File: config.mk
export PLATFORM = sky130hd
export DESIGN_NAME = i2cs_tx_ctrl
export DESIGN_NICKNAME = d
export VERILOG_FILES = /design/src/rtl/i2cs_pkg.sv /design/src/rtl/i2cs_sync.sv /design/src/rtl/i2cs_slave_fsm.sv /design/src/rtl/i2cs_tx_ctrl.sv
export SDC_FILE = /design/constraint.sdc
export NUM_CORES = 1
export LEC_CHECK = 0
export ABC_AREA = 1
export BUFFER_PORTS_ARGS = -buffer_cell sky130_fd_sc_hd__buf_2
export CELL_PAD_IN_SITES_DETAIL_PLACEMENT = 1
export CELL_PAD_IN_SITES_GLOBAL_PLACEMENT = 2
export CORE_MARGIN = 5
export CORE_UTILIZATION = 29
export CTS_CLUSTER_DIAMETER = 120
export DETAILED_ROUTE_END_ITERATION = 8
export GPL_TIMING_DRIVEN = 0
export PLACE_DENSITY_LB_ADDON = 0.12
export SYNTH_ARGS = -nofsm -noshare
export SYNTH_HDL_FRONTEND = slang
export SYNTH_SLANG_ARGS = --single-unit
File: constraint.sdc
create_clock -name clk -period 2 [get_ports clk]
set_input_delay 0.4 -clock clk [delete_from_list [all_inputs] [get_ports clk]]
set_output_delay 0.4 -clock clk [all_outputs]
set_load 0.01 [all_outputs]
File: src/rtl/i2cs_pkg.sv
package i2cs_pkg;
   typedef enum logic [2:0] {
      ST_IDLE,   // waiting for a start condition
      ST_ADDR,   // shifting in the address frame
      ST_AACK,   // driving the address acknowledge
      ST_TXB,    // shifting a data byte out
      ST_MACK,   // sampling the master acknowledge
      ST_HOLD,   // stretching SCL, waiting for the host
      ST_PARK    // released, waiting for start or stop
   } state_t;
endpackage

File: src/rtl/i2cs_sync.sv
module i2cs_sync #(
   parameter int STAGES = 2
) (
   input  logic clk,
   input  logic rst_n,
   input  logic d_i,
   output logic lvl,
   output logic rise,
   output logic fall
);
   logic [STAGES-1:0] chain;
   logic              prev;

   always_ff @(posedge clk or negedge rst_n) begin
      if (!rst_n) begin
         chain <= '1;
         prev  <= 1'b1;
      end else begin
         chain <= {chain[STAGES-2:0], d_i};
         prev  <= chain[STAGES-1];
      end
   end

   assign lvl  = chain[STAGES-1];
   assign rise = chain[STAGES-1] & ~prev;
   assign fall = ~chain[STAGES-1] & prev;
endmodule

File: src/rtl/i2cs_slave_fsm.sv
module i2cs_slave_fsm
   import i2cs_pkg::*;
#(
   parameter int ADDR_W = 7,
   parameter int DATA_W = 8
) (
   input  logic              clk,
   input  logic              rst_n,
   input  logic              enable,
   input  logic [ADDR_W-1:0] own_addr,
   input  logic              ack_level,
   input  logic              scl_lvl,
   input  logic              scl_rise,
   input  logic              scl_fall,
   input  logic              sda_lvl,
   input  logic              sda_rise,
   input  logic              sda_fall,
   input  logic [DATA_W-1:0] tx_data,
   input  logic              tx_empty,
   input  logic              xmit_mode,
   input  logic              rx_rd,
   output logic              sda_oe,
   output logic              scl_oe,
   output logic              set_xmit,
   output logic              set_empty,
   output logic              set_end,
   output logic              cap_valid,
   output logic [DATA_W-1:0] cap_byte,
   output logic              bus_cond,
   output logic              bus_stop,
   output state_t            st
);
   localparam int CNT_W = $clog2(DATA_W + 1);
   localparam logic [CNT_W-1:0] LAST = CNT_W'(DATA_W);

   logic [DATA_W-1:0] sh;
   logic [CNT_W-1:0]  cnt;
   logic              rw, ackq, nack;
   logic              start, stop, act, hit, adr_done, do_load;

   assign start    = scl_lvl & sda_fall;
   assign stop     = scl_lvl & sda_rise;
   assign act      = enable & ~start & ~stop;
   assign hit      = (sh[DATA_W-1:1] == own_addr);
   assign adr_done = act && st == ST_ADDR && scl_fall && cnt == LAST;
   assign do_load  = act && !tx_empty &&
                     ((st == ST_AACK && scl_fall && rw) ||
                      (st == ST_MACK && scl_fall && !nack) ||
                      (st == ST_HOLD));

   assign set_xmit  = adr_done & hit & sh[0];
   assign set_empty = set_xmit | do_load;
   assign set_end   = act && st == ST_MACK && scl_fall && !nack && tx_empty;
   assign cap_valid = adr_done & hit;
   assign cap_byte  = sh;
   assign bus_cond  = start | stop;
   assign bus_stop  = stop;

   assign sda_oe = (st == ST_AACK && !ackq) || (st == ST_TXB && !sh[DATA_W-1]);
   assign scl_oe = (st == ST_HOLD);

   always_ff @(posedge clk or negedge rst_n) begin
      if (!rst_n) begin
         st   <= ST_IDLE;
         sh   <= '0;
         cnt  <= '0;
         rw   <= 1'b0;
         ackq <= 1'b0;
         nack <= 1'b0;
      end else if (!enable || stop) begin
         st <= ST_IDLE;
      end else if (start) begin
         st  <= ST_ADDR;
         cnt <= '0;
      end else if (do_load) begin
         sh  <= tx_data;
         cnt <= '0;
         st  <= ST_TXB;
      end else begin
         case (st)
            ST_ADDR: begin
               if (scl_rise) begin
                  sh  <= {sh[DATA_W-2:0], sda_lvl};
                  cnt <= cnt + 1'b1;
               end else if (adr_done) begin
                  if (hit) begin
                     st   <= ST_AACK;
                     rw   <= sh[0];
                     ackq <= ack_level;
                  end else begin
                     st <= ST_PARK;
                  end
               end
            end
            ST_AACK: if (scl_fall) st <= rw ? ST_HOLD : ST_PARK;
            ST_TXB: begin
               if (scl_rise) cnt <= cnt + 1'b1;
               else if (scl_fall) begin
                  if (cnt == LAST) st <= ST_MACK;
                  else             sh <= {sh[DATA_W-2:0], 1'b0};
               end
            end
            ST_MACK: begin
               if (scl_rise) nack <= sda_lvl;
               else if (scl_fall) st <= nack ? ST_PARK : ST_HOLD;
            end
            ST_HOLD: if (rx_rd && !xmit_mode) st <= ST_PARK;
            default: ;
         endcase
      end
   end
endmodule

File: src/rtl/i2cs_tx_ctrl.sv
module i2cs_tx_ctrl
   import i2cs_pkg::*;
#(
   parameter int ADDR_W      = 7,
   parameter int DATA_W      = 8,
   parameter int SYNC_STAGES = 2
) (
   input  logic              clk,
   input  logic              rst_n,
   input  logic              enable,
   input  logic [ADDR_W-1:0] own_addr,
   input  logic              ack_level,
   input  logic              tx_wr,
   input  logic [DATA_W-1:0] tx_wdata,
   input  logic              clr_empty,
   input  logic              clr_end,
   input  logic              clr_xmit,
   input  logic              rx_rd,
   output logic [DATA_W-1:0] rx_data,
   output logic              tx_empty,
   output logic              tx_end,
   output logic              xmit_mode,
   input  logic              scl_i,
   input  logic              sda_i,
   output logic              scl_oe,
   output logic              sda_oe
);
   localparam int LINES = 2;   // index 0 = SCL, 1 = SDA

   if (SYNC_STAGES < 2) begin : g_bad_sync
      $error("SYNC_STAGES must be at least 2");
   end
   if (DATA_W != ADDR_W + 1) begin : g_bad_width
      $error("DATA_W must equal ADDR_W + 1");
   end

   logic [LINES-1:0] pin, lvl, rise, fall;
   assign pin = {sda_i, scl_i};

   for (genvar g = 0; g < LINES; g++) begin : g_sync
      i2cs_sync #(.STAGES(SYNC_STAGES)) u_sync (
         .clk(clk), .rst_n(rst_n), .d_i(pin[g]),
         .lvl(lvl[g]), .rise(rise[g]), .fall(fall[g])
      );
   end

   logic              scl_lvl;
   logic [DATA_W-1:0] data_q, cap_byte;
   logic              set_xmit, set_empty, set_end, cap_valid, bus_cond, bus_stop;
   state_t            st;

   assign scl_lvl = lvl[0];

   i2cs_slave_fsm #(.ADDR_W(ADDR_W), .DATA_W(DATA_W)) u_fsm (
      .clk(clk), .rst_n(rst_n), .enable(enable), .own_addr(own_addr),
      .ack_level(ack_level), .scl_lvl(lvl[0]), .scl_rise(rise[0]),
      .scl_fall(fall[0]), .sda_lvl(lvl[1]), .sda_rise(rise[1]),
      .sda_fall(fall[1]), .tx_data(data_q), .tx_empty(tx_empty),
      .xmit_mode(xmit_mode), .rx_rd(rx_rd), .sda_oe(sda_oe), .scl_oe(scl_oe),
      .set_xmit(set_xmit), .set_empty(set_empty), .set_end(set_end),
      .cap_valid(cap_valid), .cap_byte(cap_byte), .bus_cond(bus_cond),
      .bus_stop(bus_stop), .st(st)
   );

   always_ff @(posedge clk or negedge rst_n) begin
      if (!rst_n) begin
         data_q    <= '0;
         rx_data   <= '0;
         tx_empty  <= 1'b0;
         tx_end    <= 1'b0;
         xmit_mode <= 1'b0;
      end else begin
         if (tx_wr) data_q <= tx_wdata;
         if (cap_valid) rx_data <= cap_byte;
         if (set_empty)      tx_empty <= 1'b1;
         else if (clr_empty) tx_empty <= 1'b0;
         if (set_end)      tx_end <= 1'b1;
         else if (clr_end) tx_end <= 1'b0;
         if (set_xmit)                 xmit_mode <= 1'b1;
         else if (bus_cond || clr_xmit) xmit_mode <= 1'b0;
      end
   end
endmodule

==> impl_results.md <==
- Die ar.: slightly above 9000 um2
- Total GRT Usage: 0.137
- Chip width: around 96 um
- Switching Share: 0.364
- Fin Setup TNS: 0 ps
- Primary FF master, synth: dfrtp_1
- Cell Area, Synth: ~2100 um2
- Core footprint: approximately 7200 um2
- Worst skew pair latency: 300 ps
- Largest net degree at the start of global routing: 44
- Total power: approximately 0.0025 W
- Starting Density: 0.295
- Worst-path clk slew: roughly 90 ps
- Number of synthesized flops with an enable pin: 0
- Seq. cell area: about 1100 um2
- Synth async-reset ratio: 1.00
- CP Launch Type: flip-flop
- Via/cell ratio: ~4.4
- IR drop worst, VDD: 0.000311 V
- Layout cell share with drive strength beyond 1: 0.288
- Post-DP HPWL: around 4.2 mm
- Critical path class: flip-flop to output port
- Clock sink count: 43
- CTS tree: yes
- Seq/Total Area, Yosys: 0.509
- # setup viols final: 0
- Max Cap Viol: 0
- Final period util: 0.922
- Vias in the first global route: 1,908
- Fin. max-slew vios: 0
- Mapped Nets: about 280
- RR Endpoint: u_fsm.st[0]$_DFFE_PN0P_
- Port Buffer Count: 37
- Flops & latches, synth: 43
- Antenna violations before repair: 0
- Min cycle time layout: roughly 1800 ps
- Std cell rows: 31
- Routed len/inst: around 14 um
- # fillers: about 900
- Ys Warns: 0
- Slew headroom: 0.322
- CTS root buf: clkbuf_8
- Final wirelength: 5.55 mm
- Fin util: 0.353
- Post-CTS setup buffers: 0
- Area growth syn-to-layout: 19.8%
- H-tree levels: 2
- Unrepaired setup endpoints after global routing: no
- FF-to-FF setup slack: 200 ps
- P_int: between 0.0015 and 0.002 W
- Worst Setup EP: sda_oe
- Die Y: 95.7 um
- Cell variety after synth: 30
- Clock Skews: roughly 6.5 ps
- GR Overflow Total: 0
- Fin nets: 319
- Gate power share: 0.273
- 1st-iter DRT viols: 67
- Achievable Freq: 543 MHz
- Status: finished clean
- Commonest non-fill, non-tap cells in the layout: nand2_1 (66), buf_2 (39), dfrtp_1 (36), nand3_1 (28), inv_1 (25)
- Arrival @ worst endpoint: 1440 ps
- Avg Cell Area, Syn: 8.62 um2
- Global-route wire length before repair: about 9.5 mm
- Multi-input logic area: between 900 and 1000 um2
- Synth Instances: roughly 250
- Psw: roughly 0.00090 W
- Clock Path Buffers: 2
- DR pass1 iterations: 4
- Sequential fraction of design power: 0.484
- Inserted Diodes: 0
- Worst slew pin tran: between 1000 and 1500 ps
- R2r worst-path depth: 12
- Most common cell after layout, fill and taps aside: nand2_1
- Worst Setup SP: u_fsm.st[2]$_DFFE_PN0P_
- Worst reg2reg path startpoint: g_sync[0].u_sync.chain[1]$_DFF_PN1_
- CTS Buf Count: 5
- DRC viols: 0
- Via count: 1,721
- GP Congestion: 0.773
- Post-route ant nets: 0
- Crit Path Max Fanout: 6
- Pwr Density: 974 nW/um2
- Leakage power: approximately 1.3 nW
- Hold Path Class: input pin to flip-flop
- Top Ports: 39
- Critical Path RT: 1600 ps
- Clock share of power: 0.243
- Hold Fails Final Rpt: 0
- Crit end category: output port
## cell type report
type,instances,area share
Sequential cell,43,0.426
Multi-Input combinational cell,168,0.357
Timing Repair Buffer,37,0.0727
Clock buffer,7,0.0339
Inverter,31,0.0457
Tap cell,99,0.0486
Buffer,5,0.0128
Clock inverter,1,0.00344
## logic make-up (layout without fill, tap and decap cells)
family	count (synthesis)	in the layout	share of synthesized area
adder cells (fa/ha/maj)	2	2	0.0118
multiplexers	7	7	0.0370
XOR/XNOR	9	9	0.0370
buffers and inverters	36	81	0.0700
AND/OR/NAND/NOR	125	125	0.265
AO/OA/AOI/OAI	25	25	0.0700
flip-flops	43	43	0.509
## registers in the layout, summed over array words and instances (netlist names)
name,count
u_fsm.cnt,4
xmit_mode,1
g_sync.u_sync.chain,4
u_fsm.st,3
u_fsm.ackq,1
tx_empty,1
g_sync.u_sync.prev,2
u_fsm.rw,1
data_q,8
tx_end,1
u_fsm.nack,1
u_fsm.cap_byte,8
rx_data,8
## metrics by stage
stage / hold WS, ps / instance area (um2) / setup slack [ps] / instances
floorplan: 104 / 2130 / 456 / 247
global placement: 346 / 2440 / 63.9 / 383
detailed placement: 348 / 2440 / 41.9 / 383
CTS: 185 / 2530 / 111 / 391
global route: 172 / 2550 / 22.1 / 391
finish: 192 / 2550 / 157 / 391
## routing by layer
layer / up-vias / track usage / part of all wire
li1: 878 / - / -
met4: 0 / 0.0427 / 0.014
met3: 6 / 0.0308 / 0.038
met2: 27 / 0.208 / 0.43
met1: 810 / 0.194 / 0.52
met5: - / 0 / 0
## cells in the mapped netlist, types with 2 or more instances
library cell  count  area (um2)
xor2_1            4        35.0
mux2_2            7        78.8
nor3_1            2        10.0
nand2_1          66         248
nand4_1           4        25.0
inv_2             6        22.5
nor2_1           13        48.8
o21ai_1           2        10.0
xnor2_1           5        43.8
ha_1              2        25.0
dfrtp_1          37         926
inv_1            25        93.8
dfstp_2           6         158
buf_2             2        10.0
nand3_2           2        20.0
o21ai_0          14        70.1
nand2_2           6        37.5
nand3_1          28         140
nor2_2            2        12.5
a21oi_1           4        20.0
## power by group through the flow
stage	logic [W]	registers, W	clock network [W]
2_1_floorplan	0.000516	0.00116	0
5_1_grt	0.000812	0.00123	0.000671
3_5_place_dp	0.000687	0.00122	0
3_3_place_gp	0.000671	0.00122	0
4_1_cts	0.000690	0.00120	0.000621
6_report	0.000679	0.00120	0.000604
## what timing repair did
item	in CTS	in global routing
gates resized for setup	1	4
setup endpoints to repair	1	5
hold buffers	0	0
cloned	0	0
## worst max-delay path, cell delays in order, from the launching register on
cell     delay [ps]
dfrtp_1         490
inv_2           120
nand2_1          90
nor2_2          130
nand2_1          80
o31ai_1          60
buf_2           170
## worst min path at each step
stage,start,to,slack (ps),cells after the start
2_1_floorplan,rst_n,data_q[0]$_DFFE_PN0P_,100,0
3_3_place_gp,g_sync[0].u_sync.chain[0]$_DFF_PN1_,g_sync[0].u_sync.chain[1]$_DFF_PN1_,350,0
3_5_place_dp,g_sync[0].u_sync.chain[0]$_DFF_PN1_,g_sync[0].u_sync.chain[1]$_DFF_PN1_,350,0
4_1_cts,sda_i,g_sync[1].u_sync.chain[0]$_DFF_PN1_,180,1
5_1_grt,scl_i,g_sync[0].u_sync.chain[0]$_DFF_PN1_,170,1
6_report,scl_i,g_sync[0].u_sync.chain[0]$_DFF_PN1_,190,1
Note: power is estimated with default switching activity, not from simulation.
